$ cat src/rtl/xbar_arb_pkg.sv
package xbar_arb_pkg;
  typedef enum logic {
    ARB_ROUND_ROBIN = 1'b0,
    ARB_FIXED       = 1'b1
  } arb_mode_e;
endpackage

$ cat src/rtl/arb_elev_filter.sv
module arb_elev_filter #(
  parameter int N_MASTERS = 4
) (
  input  logic [N_MASTERS-1:0] req,
  input  logic [N_MASTERS-1:0] boost,
  output logic [N_MASTERS-1:0] cand
);
  logic [N_MASTERS-1:0] boosted;

  // per-master qualification of boost by request
  for (genvar g = 0; g < N_MASTERS; g++) begin : g_qual
    assign boosted[g] = req[g] & boost[g];
  end

  // boosted requesters, when present, hide the rest
  assign cand = (|boosted) ? boosted : req;
endmodule

$ cat src/rtl/arb_fixed_pick.sv
module arb_fixed_pick #(
  parameter int N_MASTERS = 4,
  localparam int IDW = $clog2(N_MASTERS)
) (
  input  logic [N_MASTERS-1:0] cand,
  output logic [IDW-1:0]       pick
);
  always_comb begin
    pick = '0;
    for (int i = N_MASTERS - 1; i >= 0; i--) begin
      if (cand[i]) pick = IDW'(i);
    end
  end
endmodule

$ cat src/rtl/arb_rr_pick.sv
module arb_rr_pick #(
  parameter int N_MASTERS = 4,
  localparam int IDW = $clog2(N_MASTERS)
) (
  input  logic [N_MASTERS-1:0] cand,
  input  logic [IDW-1:0]       last,
  output logic [IDW-1:0]       pick
);
  always_comb begin
    pick = last;
    // scan farthest offset first so the nearest hit is kept
    for (int k = N_MASTERS; k >= 1; k--) begin
      int unsigned s;
      s = (int'(unsigned'(last)) + k) % N_MASTERS;
      if (cand[s[IDW-1:0]]) pick = s[IDW-1:0];
    end
  end
endmodule

$ cat src/rtl/xbar_port_arbiter.sv
module xbar_port_arbiter #(
  parameter int N_MASTERS = 4,
  localparam int IDW = $clog2(N_MASTERS)
) (
  input  logic                 clk,
  input  logic                 rst,
  input  logic                 prio_fixed,
  input  logic [N_MASTERS-1:0] req,
  input  logic [N_MASTERS-1:0] boost,
  input  logic                 xfer_done,
  output logic [N_MASTERS-1:0] grant,
  output logic [IDW-1:0]       grant_id
);
  import xbar_arb_pkg::*;

  arb_mode_e            mode;
  logic [N_MASTERS-1:0] cand;
  logic [IDW-1:0]       pick_fixed;
  logic [IDW-1:0]       pick_rr;
  logic [IDW-1:0]       pick;
  logic [N_MASTERS-1:0] pick_vec;
  logic [N_MASTERS-1:0] grant_q;
  logic [IDW-1:0]       last_q;
  logic                 idle;

  assign mode = arb_mode_e'(prio_fixed);
  assign idle = ~(|grant_q);

  arb_elev_filter #(.N_MASTERS(N_MASTERS)) u_filter (
    .req   (req),
    .boost (boost),
    .cand  (cand)
  );

  arb_fixed_pick #(.N_MASTERS(N_MASTERS)) u_fixed (
    .cand (cand),
    .pick (pick_fixed)
  );

  arb_rr_pick #(.N_MASTERS(N_MASTERS)) u_rr (
    .cand (cand),
    .last (last_q),
    .pick (pick_rr)
  );

  assign pick = (mode == ARB_FIXED) ? pick_fixed : pick_rr;

  for (genvar g = 0; g < N_MASTERS; g++) begin : g_dec
    assign pick_vec[g] = (pick == IDW'(g));
  end

  always_ff @(posedge clk) begin
    if (rst) begin
      grant_q <= '0;
      last_q  <= IDW'(N_MASTERS - 1);
    end else if (!idle) begin
      if (xfer_done) grant_q <= '0;
    end else if (|cand) begin
      grant_q <= pick_vec;
      last_q  <= pick;
    end
  end

  assign grant    = grant_q;
  assign grant_id = last_q;
endmodule

$ cat config.mk
export PLATFORM = sky130hd
export DESIGN_NAME = xbar_port_arbiter
export DESIGN_NICKNAME = d
export VERILOG_FILES = /design/src/rtl/xbar_arb_pkg.sv /design/src/rtl/arb_elev_filter.sv /design/src/rtl/arb_fixed_pick.sv /design/src/rtl/arb_rr_pick.sv /design/src/rtl/xbar_port_arbiter.sv
export SDC_FILE = /design/constraint.sdc
export NUM_CORES = 1
export LEC_CHECK = 0
export BUFFER_PORTS_ARGS = -buffer_cell sky130_fd_sc_hd__buf_2
export CORE_AREA = 2 2 39 41
export DETAILED_ROUTE_END_ITERATION = 7
export DIE_AREA = 0 0 41 43
export GPL_TIMING_DRIVEN = 0
export MAX_ROUTING_LAYER = met4
export PLACE_DENSITY = 0.66
export SLEW_MARGIN = 15
export SYNTH_ARGS = -nofsm -noshare
export SYNTH_HDL_FRONTEND = slang
export SYNTH_SLANG_ARGS = --single-unit
$ cat constraint.sdc
create_clock -name clk -period 4 [get_ports clk]
set_input_delay 0.6 -clock clk [delete_from_list [all_inputs] [get_ports clk]]
set_output_delay 0.6 -clock clk [all_outputs]
set_load 0.02 [all_outputs]
==> results of run 1 <==
## power by group through the flow
stage	sequential (W)	combinational, W	clock, W
6_report	0.000100	0.000150	0.0000537
5_1_grt	0.000104	0.000168	0.0000596
4_1_cts	0.000101	0.000151	0.0000565
3_5_place_dp	0.000101	0.000150	0
3_3_place_gp	0.000101	0.000148	0
2_1_floorplan	0.000119	0.0000837	0
## cells in the final DEF, fill, tap and decap left out, drive strengths merged, types with 2 or more instances in the layout
cell type   n
a222oi      2
and2        2
a22oi       3
o21ai       6
o21a        2
inv         5
a21oi       4
clkbuf      3
o211ai      3
o32ai       4
buf        17
nand2       8
dfxtp       6
nor2        5
a31o        2
## metal layers
layer | up-vias | share of wire | track usage
li1 | 313 | - | -
met1 | 283 | 0.46 | 0.201
met2 | 18 | 0.48 | 0.263
met3 | 4 | 0.048 | 0.0419
met4 | 0 | 0.011 | 0.0933
met5 | - | 0 | -
## worst min-delay path: cells and delay by family (launching register included)
family | cells | cell delay (ns)
and+or+nand+nor | 1 | 0.05
DFF | 1 | 0.31
AOI/OAI and AO/OA | 1 | 0.05
## cell usage after synthesis
cell type / instances / area, sq um
a21oi_1: 4 / 20.0
o32ai_1: 4 / 35.0
o311a_1: 1 / 10.0
inv_1: 5 / 18.8
o21ai_0: 2 / 10.0
o2111a_1: 1 / 11.3
o21ai_1: 4 / 20.0
nand2_1: 8 / 30.0
or3_1: 1 / 6.26
nor2b_1: 1 / 6.26
o21a_1: 2 / 15.0
a222oi_1: 2 / 20.0
o31ai_1: 1 / 7.51
o211ai_1: 3 / 22.5
a22oi_1: 3 / 22.5
o221ai_1: 1 / 8.76
o32a_1: 1 / 10.0
a31oi_1: 1 / 6.26
o311ai_2: 1 / 16.3
and2_1: 2 / 12.5
buf_2: 1 / 5.00
a22o_1: 1 / 8.76
nand3_1: 1 / 5.00
nor2_1: 5 / 18.8
nor4_1: 1 / 6.26
a31o_1: 2 / 17.5
o211a_1: 1 / 10.0
dfxtp_1: 6 / 120
## cell families (layout without fill, tap and decap cells)
group | count (synthesis) | in the layout | synth area share
buf+inv | 6 | 25 | 0.0475
flops | 6 | 6 | 0.240
compound gates | 35 | 35 | 0.543
simple gates | 19 | 19 | 0.170
## area by class of cell
| class | instances | area, sq um | area share |
|---|---|---|---|
| Inverter | 5 | 18.8 | 0.0301 |
| Clock buffer | 3 | 22.5 | 0.0361 |
| Sequential cell | 6 | 120 | 0.193 |
| Timing Repair Buffer | 16 | 80.1 | 0.129 |
| Tap cell | 16 | 20.0 | 0.0321 |
| Buffer | 1 | 5.00 | 0.00803 |
| Multi-Input combinational cell | 54 | 357 | 0.572 |
## state kept, by name (all words and copies together) (netlist names)
name,cells
grant_id,2
grant,4
## worst min path at each step
| stage | start | to | slack, ns | cells after the start |
|---|---|---|---|---|
| floorplan | grant[2] | grant[2] | 0.53 | 2 |
| finish | grant[0] | grant[0] | 0.46 | 2 |
| CTS | grant[2] | grant[2] | 0.47 | 2 |
| global route | grant[0] | grant[0] | 0.50 | 2 |
| global placement | grant[2] | grant[2] | 0.45 | 2 |
| detailed placement | grant[2] | grant[2] | 0.46 | 2 |
## through the flow
| stage | util | std cells | power, W | setup slack, ns | hold WS [ns] |
|---|---|---|---|---|---|
| 4_1_cts | 0.450 | 101 | 0.000308 | 1.87 | 0.471 |
| 3_5_place_dp | 0.434 | 98 | 0.000251 | 1.62 | 0.464 |
| 6_report | 0.450 | 101 | 0.000304 | 1.84 | 0.463 |
| 2_1_floorplan | - | 66 | 0.000202 | 1.97 | 0.532 |
| 3_3_place_gp | 0.434 | 98 | 0.000249 | 1.62 | 0.455 |
| 5_1_grt | 0.450 | 101 | 0.000331 | 1.74 | 0.496 |
==> summary.md, run 1 <==
| Metric | Value |
|---|---|
| Clock Skews | 0.00342 ns |
| Post-Syn Nets | 78 |
| Finished Cell Area | about 620 sq um |
| Leak | 0.264 nW |
| Clk_lat worst skew | between 0.2 and 0.25 ns |
| Fin nets | 99 |
| Largest net degree at the start of global routing | 10 |
| Placer Congestion | 0.731 |
| CP max stage cell | a222oi_1 |
| Reg-to-reg critical path startpoint | grant_id[1] |
| Diode count | 0 |
| Sequential fraction of design power | 0.330 |
| Post-synthesis sequential element count | 6 |
| Initial Util | 0.362 |
| Synth cell types | 28 |
| Setup CP Type | input pin to flip-flop |
| Layout cells sized above 1 | 0.247 |
| Htree depth | 1 |
| GR Overflow Total | 0 |
| VDD IR max | 0.220 mV |
| Crit-path cells | buf_2, a222oi_1, o21ai_1, a21oi_1, o32ai_1, or3_1, o32ai_1 |
| Die Wd | 41 um |
| Fmax | 464 MHz |
| # setup viols final | 0 |
| First-pass GRT wire length | 2.08 mm |
| Hold buffers post-CTS | 0 |
| Syn. warnings | 0 |
| TritonCTS Buffers | 3 |
| Combinational Power Share | 0.494 |
| Die footprint | about 1800 sq um |
| HPWL Detailed | 1.04 mm |
| Site Rows | 14 |
| Slew Viols, Final | 0 |
| Startpoint Class | input pin |
| Slew at the pin with the worst max-slew slack | 0.563 ns |
| CTS max path bufs | 2 |
| Residual DRC | 0 |
| CP Depth | 7 |
| CP delay by family, top | compound AO/OA/AOI/OAI gates |
| Fin. Hold Viols | 0 |
| Worst r2r dst | grant[1] |
| Worst path max stage delay | around 0.56 ns |
| P_sw | between 0.0001 and 0.00015 W |
| DR vias/cell | 6.12 |
| CTS tree | built |
| Worst setup EP type | flip-flop |
| Post-CTS Setup Inserts | 0 |
| Placed Area | 601 sq um |
| Iter 0 DRT Violations | 24 |
| Internal reg-to-reg setup slack | 2.44 ns |
| Number of global-route vias before repair | 540 |
| Core Box Area | ~1400 sq um |
| Drt first pass iters | 4 |
| Clock group share of total power | 0.177 |
| Max Cap Viol | 0 |
| Layout area overhead | 24.5% |
| Mean Syn Cell Area | 7.58 sq um |
| Switching share of power | 0.430 |
| CP Data Required Time | 4.14 ns |
| Clk slew on worst S/H paths | 0.04 ns |
| CP Buf/Inv Count | 1 |
| Routed WL per cell | 13.0 um |
| Cells on worst reg2reg path | 6 |
| Pint | 0.000173 W |
| Status | complete, no violations |
| CP arrival | 2.30 ns |
| Critical-path maximum fanout | 7 |
| RSZ-0062 raised after global routing | false |
| Total GRT Usage | 0.173 |
| Setup TNS | 0 ns |
| Worst Setup SP | req[2] |
| Critical path's most frequent cell | o32ai_1 |
| Min cycle time layout | around 2.2 ns |
| I/O pin count | 18 |
| Root Driver | clkbuf_4 |
| Final Routed Wirelength | 1.31 mm |
| Sequential fraction of the synthesis area | 0.240 |
| CTS resizes | 0 |
| # port buffers | 16 |
| Period utilization | 0.539 |
| Synthesized instance count | between 60 and 70 |
| Mapped Area | approximately 500 sq um |
| DRT antenna net count | 0 |
| Sink Count | 6 |
| Rel. slew slack | 0.624 |
| DR vias | 618 |
| Filler cell count | between 150 and 200 |
| Hold WC Path Type | flip-flop to flip-flop |
| Initial antenna violation count | 0 |
| Die H | 43 um |
| CP endpoint | grant[1] |
| PD cells | 487 nW/um^2 |
Note: power is estimated with default switching activity, not from simulation.
==> inputs of run 2 (changes only) <==
- PLACE_DENSITY: 0.66 -> 0.69
- clock period: 4 -> 1.9 ns (I/O delays scaled with it)
==> run 2 against run 1 <==
Effect of this change:
- sequential power increased by 110%
- power increased by 110%
- cell count grew 0.99%
- critical path depth stayed put
- via count fell by 1.3%
- setup slack worse by 1.7 ns
- sequential share of layout area down 0.23 points
- hold slack got worse by 0.20 ns
==> summary.md, run 2 (synthesis results as in run 1) <==
| Metric | Value |
|---|---|
| Status | complete, no violations (unchanged) |
| Drt first pass iters | 4 (unchanged) |
| Rel. slew slack | 0.640 (was 0.624) |
| Root Driver | clkbuf_4 (unchanged) |
| Final Routed Wirelength | 1.27 mm (was 1.31 mm) |
| Clk slew on worst S/H paths | 0.05 ns (was 0.04 ns) |
| Critical-path maximum fanout | 7 (unchanged) |
| DRT antenna net count | 0 (unchanged) |
| Residual DRC | 0 (unchanged) |
| Post-CTS Setup Inserts | 0 (unchanged) |
| Total power draw | 0.000648 W (was 0.000304 W) |
| Finished Cell Area | 631 sq um (was 623 sq um) |
| Die H | 43 um (unchanged) |
| Diode count | 0 (unchanged) |
| # port buffers | 16 (unchanged) |
| Clock Skews | 0.00414 ns (was 0.00342 ns) |
| Setup CP Type | input pin to flip-flop (unchanged) |
| DR vias | 610 (was 618) |
| Most common cell after layout, fill and taps aside | buf_2 (unchanged) |
| DR vias/cell | 5.98 (was 6.12) |
| CTS resizes | 0 (unchanged) |
| CP arrival | 1.82 ns (was 2.30 ns) |
| Slew at the pin with the worst max-slew slack | 0.535 ns (was 0.563 ns) |
| Fin nets | 100 (was 99) |
| Die footprint | 1760 sq um (unchanged) |
| Slew Viols, Final | 0 (unchanged) |
| Site Rows | 14 (unchanged) |
| PnR worst setup slack | 0.187 ns (was 1.84 ns) |
| Final Non-Filler Cells | 102 (was 101) |
| CTS tree | built (unchanged) |
| Total GRT Usage | 0.164 (was 0.173) |
| Initial Util | 0.362 (unchanged) |
| Die Wd | 41 um (unchanged) |
| HPWL Detailed | 1.02 mm (was 1.04 mm) |
| CP Data Required Time | 2.01 ns (was 4.14 ns) |
| Placed Cells | 98 (unchanged) |
| Initial antenna violation count | 0 (unchanged) |
| Period utilization | 0.901 |
| Min cycle time layout | 1.71 ns |
| Startpoint Class | input pin (unchanged) |
| Hold buffers post-CTS | 0 (unchanged) |
| Filler cell count | 143 (was 155) |
| Iter 0 DRT Violations | 14 (was 24) |
| Largest net degree at the start of global routing | 10 (unchanged) |
| Layout cells sized above 1 | 0.256 (was 0.247) |
| Fmax | approximately 580 MHz |
| VDD IR max | 0.530 mV (was 0.220 mV) |
| Number of global-route vias before repair | 504 (was 540) |
| Fin. Hold Viols | 0 (unchanged) |
| PD cells | 1030 nW/um^2 (was 487 nW/um^2) |
| Hold WC Path Type | input pin to flip-flop (was flip-flop to flip-flop) |
| Sink Count | 6 (unchanged) |
| Worst setup EP type | flip-flop (unchanged) |
| GR Overflow Total | 0 (unchanged) |
| First-pass GRT wire length | 1.97 mm (was 2.08 mm) |
| Commonest cells after routing, fill and taps aside | buf_2 (17), nand2_1 (8), dfxtp_1 (6) (unchanged) |
| Max FFs per register | 4 (unchanged) |
| Core Box Area | 1380 sq um (unchanged) |
| RSZ-0062 raised after global routing | false (unchanged) |
| Setup TNS | 0 ns (unchanged) |
| Leak | 0.269 nW (was 0.264 nW) |
| Placer Congestion | 0.772 (was 0.731) |
| I/O pin count | 18 (unchanged) |
| TritonCTS Buffers | 3 (unchanged) |
| CTS max path bufs | 2 (unchanged) |
| Htree depth | 1 (unchanged) |
| Layout area overhead | 26.0% (was 24.5%) |
| Place WS | -0.167 ns (was 1.62 ns) |
| Clk_lat worst skew | 0.25 ns (was 0.24 ns) |
| Routed WL per cell | 12.5 um (was 13.0 um) |
| Max Cap Viol | 0 (unchanged) |
| # setup viols final | 0 (unchanged) |
| Placed Area | 601 sq um (unchanged) |
run 2: cell types whose count changed in the layout (fill, tap and decap cells not counted):
| cell | previous run | this run |
|---|---|---|
| buf_4 | 0 | 1 |
run 2: per-layer routing:
layer / part of all wire / track usage
met4: 0.017 / 0.0800
met5: 0 / -
met3: 0.068 / 0.0157
met2: 0.46 / 0.263
met1: 0.45 / 0.194
run 2: path summary, 6_finish.rpt:
check	startpoint	to	slack, ns	cells past startpoint
setup / recovery	req[3]	grant[1]	0.19	7
hold / removal	xfer_done	grant[3]	0.27	2
setup reg to reg	grant_id[1]	grant[1]	0.35	6
hold reg to reg	grant[0]	grant[0]	0.46	2
run 2: worst max-delay path, stage by stage:
cell and delay (ns):
buf_2 0.14, a22o_1 0.25, o311a_1 0.33, o21a_1 0.18, o32ai_1 0.38, or3_1 0.19
o32ai_1 0.07
run 2: layout make-up:
type                       count  area, sq um  area share
multi-input combinational     54          357       0.565
sequential                     6          120       0.190
timing repair buffer          17         87.6       0.139
clock buffer                   3         22.5      0.0357
tap                           16         20.0      0.0317
inverter                       5         18.8      0.0298
buffer                         1         5.00     0.00794
run 2: through the flow:
stage,util,hold WS (ns)
2_1_floorplan,-,0.385
3_3_place_gp,0.434,0.454
3_5_place_dp,0.434,0.454
4_1_cts,0.450,0.265
5_1_grt,0.456,0.282
6_report,0.456,0.266
run 2: power breakdown:
| part | leakage [nW] | internal (W) | switching (W) |
|---|---|---|---|
| logic | 0.205 | 0.000131 | 0.000183 |
| clock network | 0.0138 | 0.0000716 | 0.0000477 |
| registers | 0.0494 | 0.000165 | 0.0000499 |
| total | 0.269 | 0.000367 | 0.000281 |
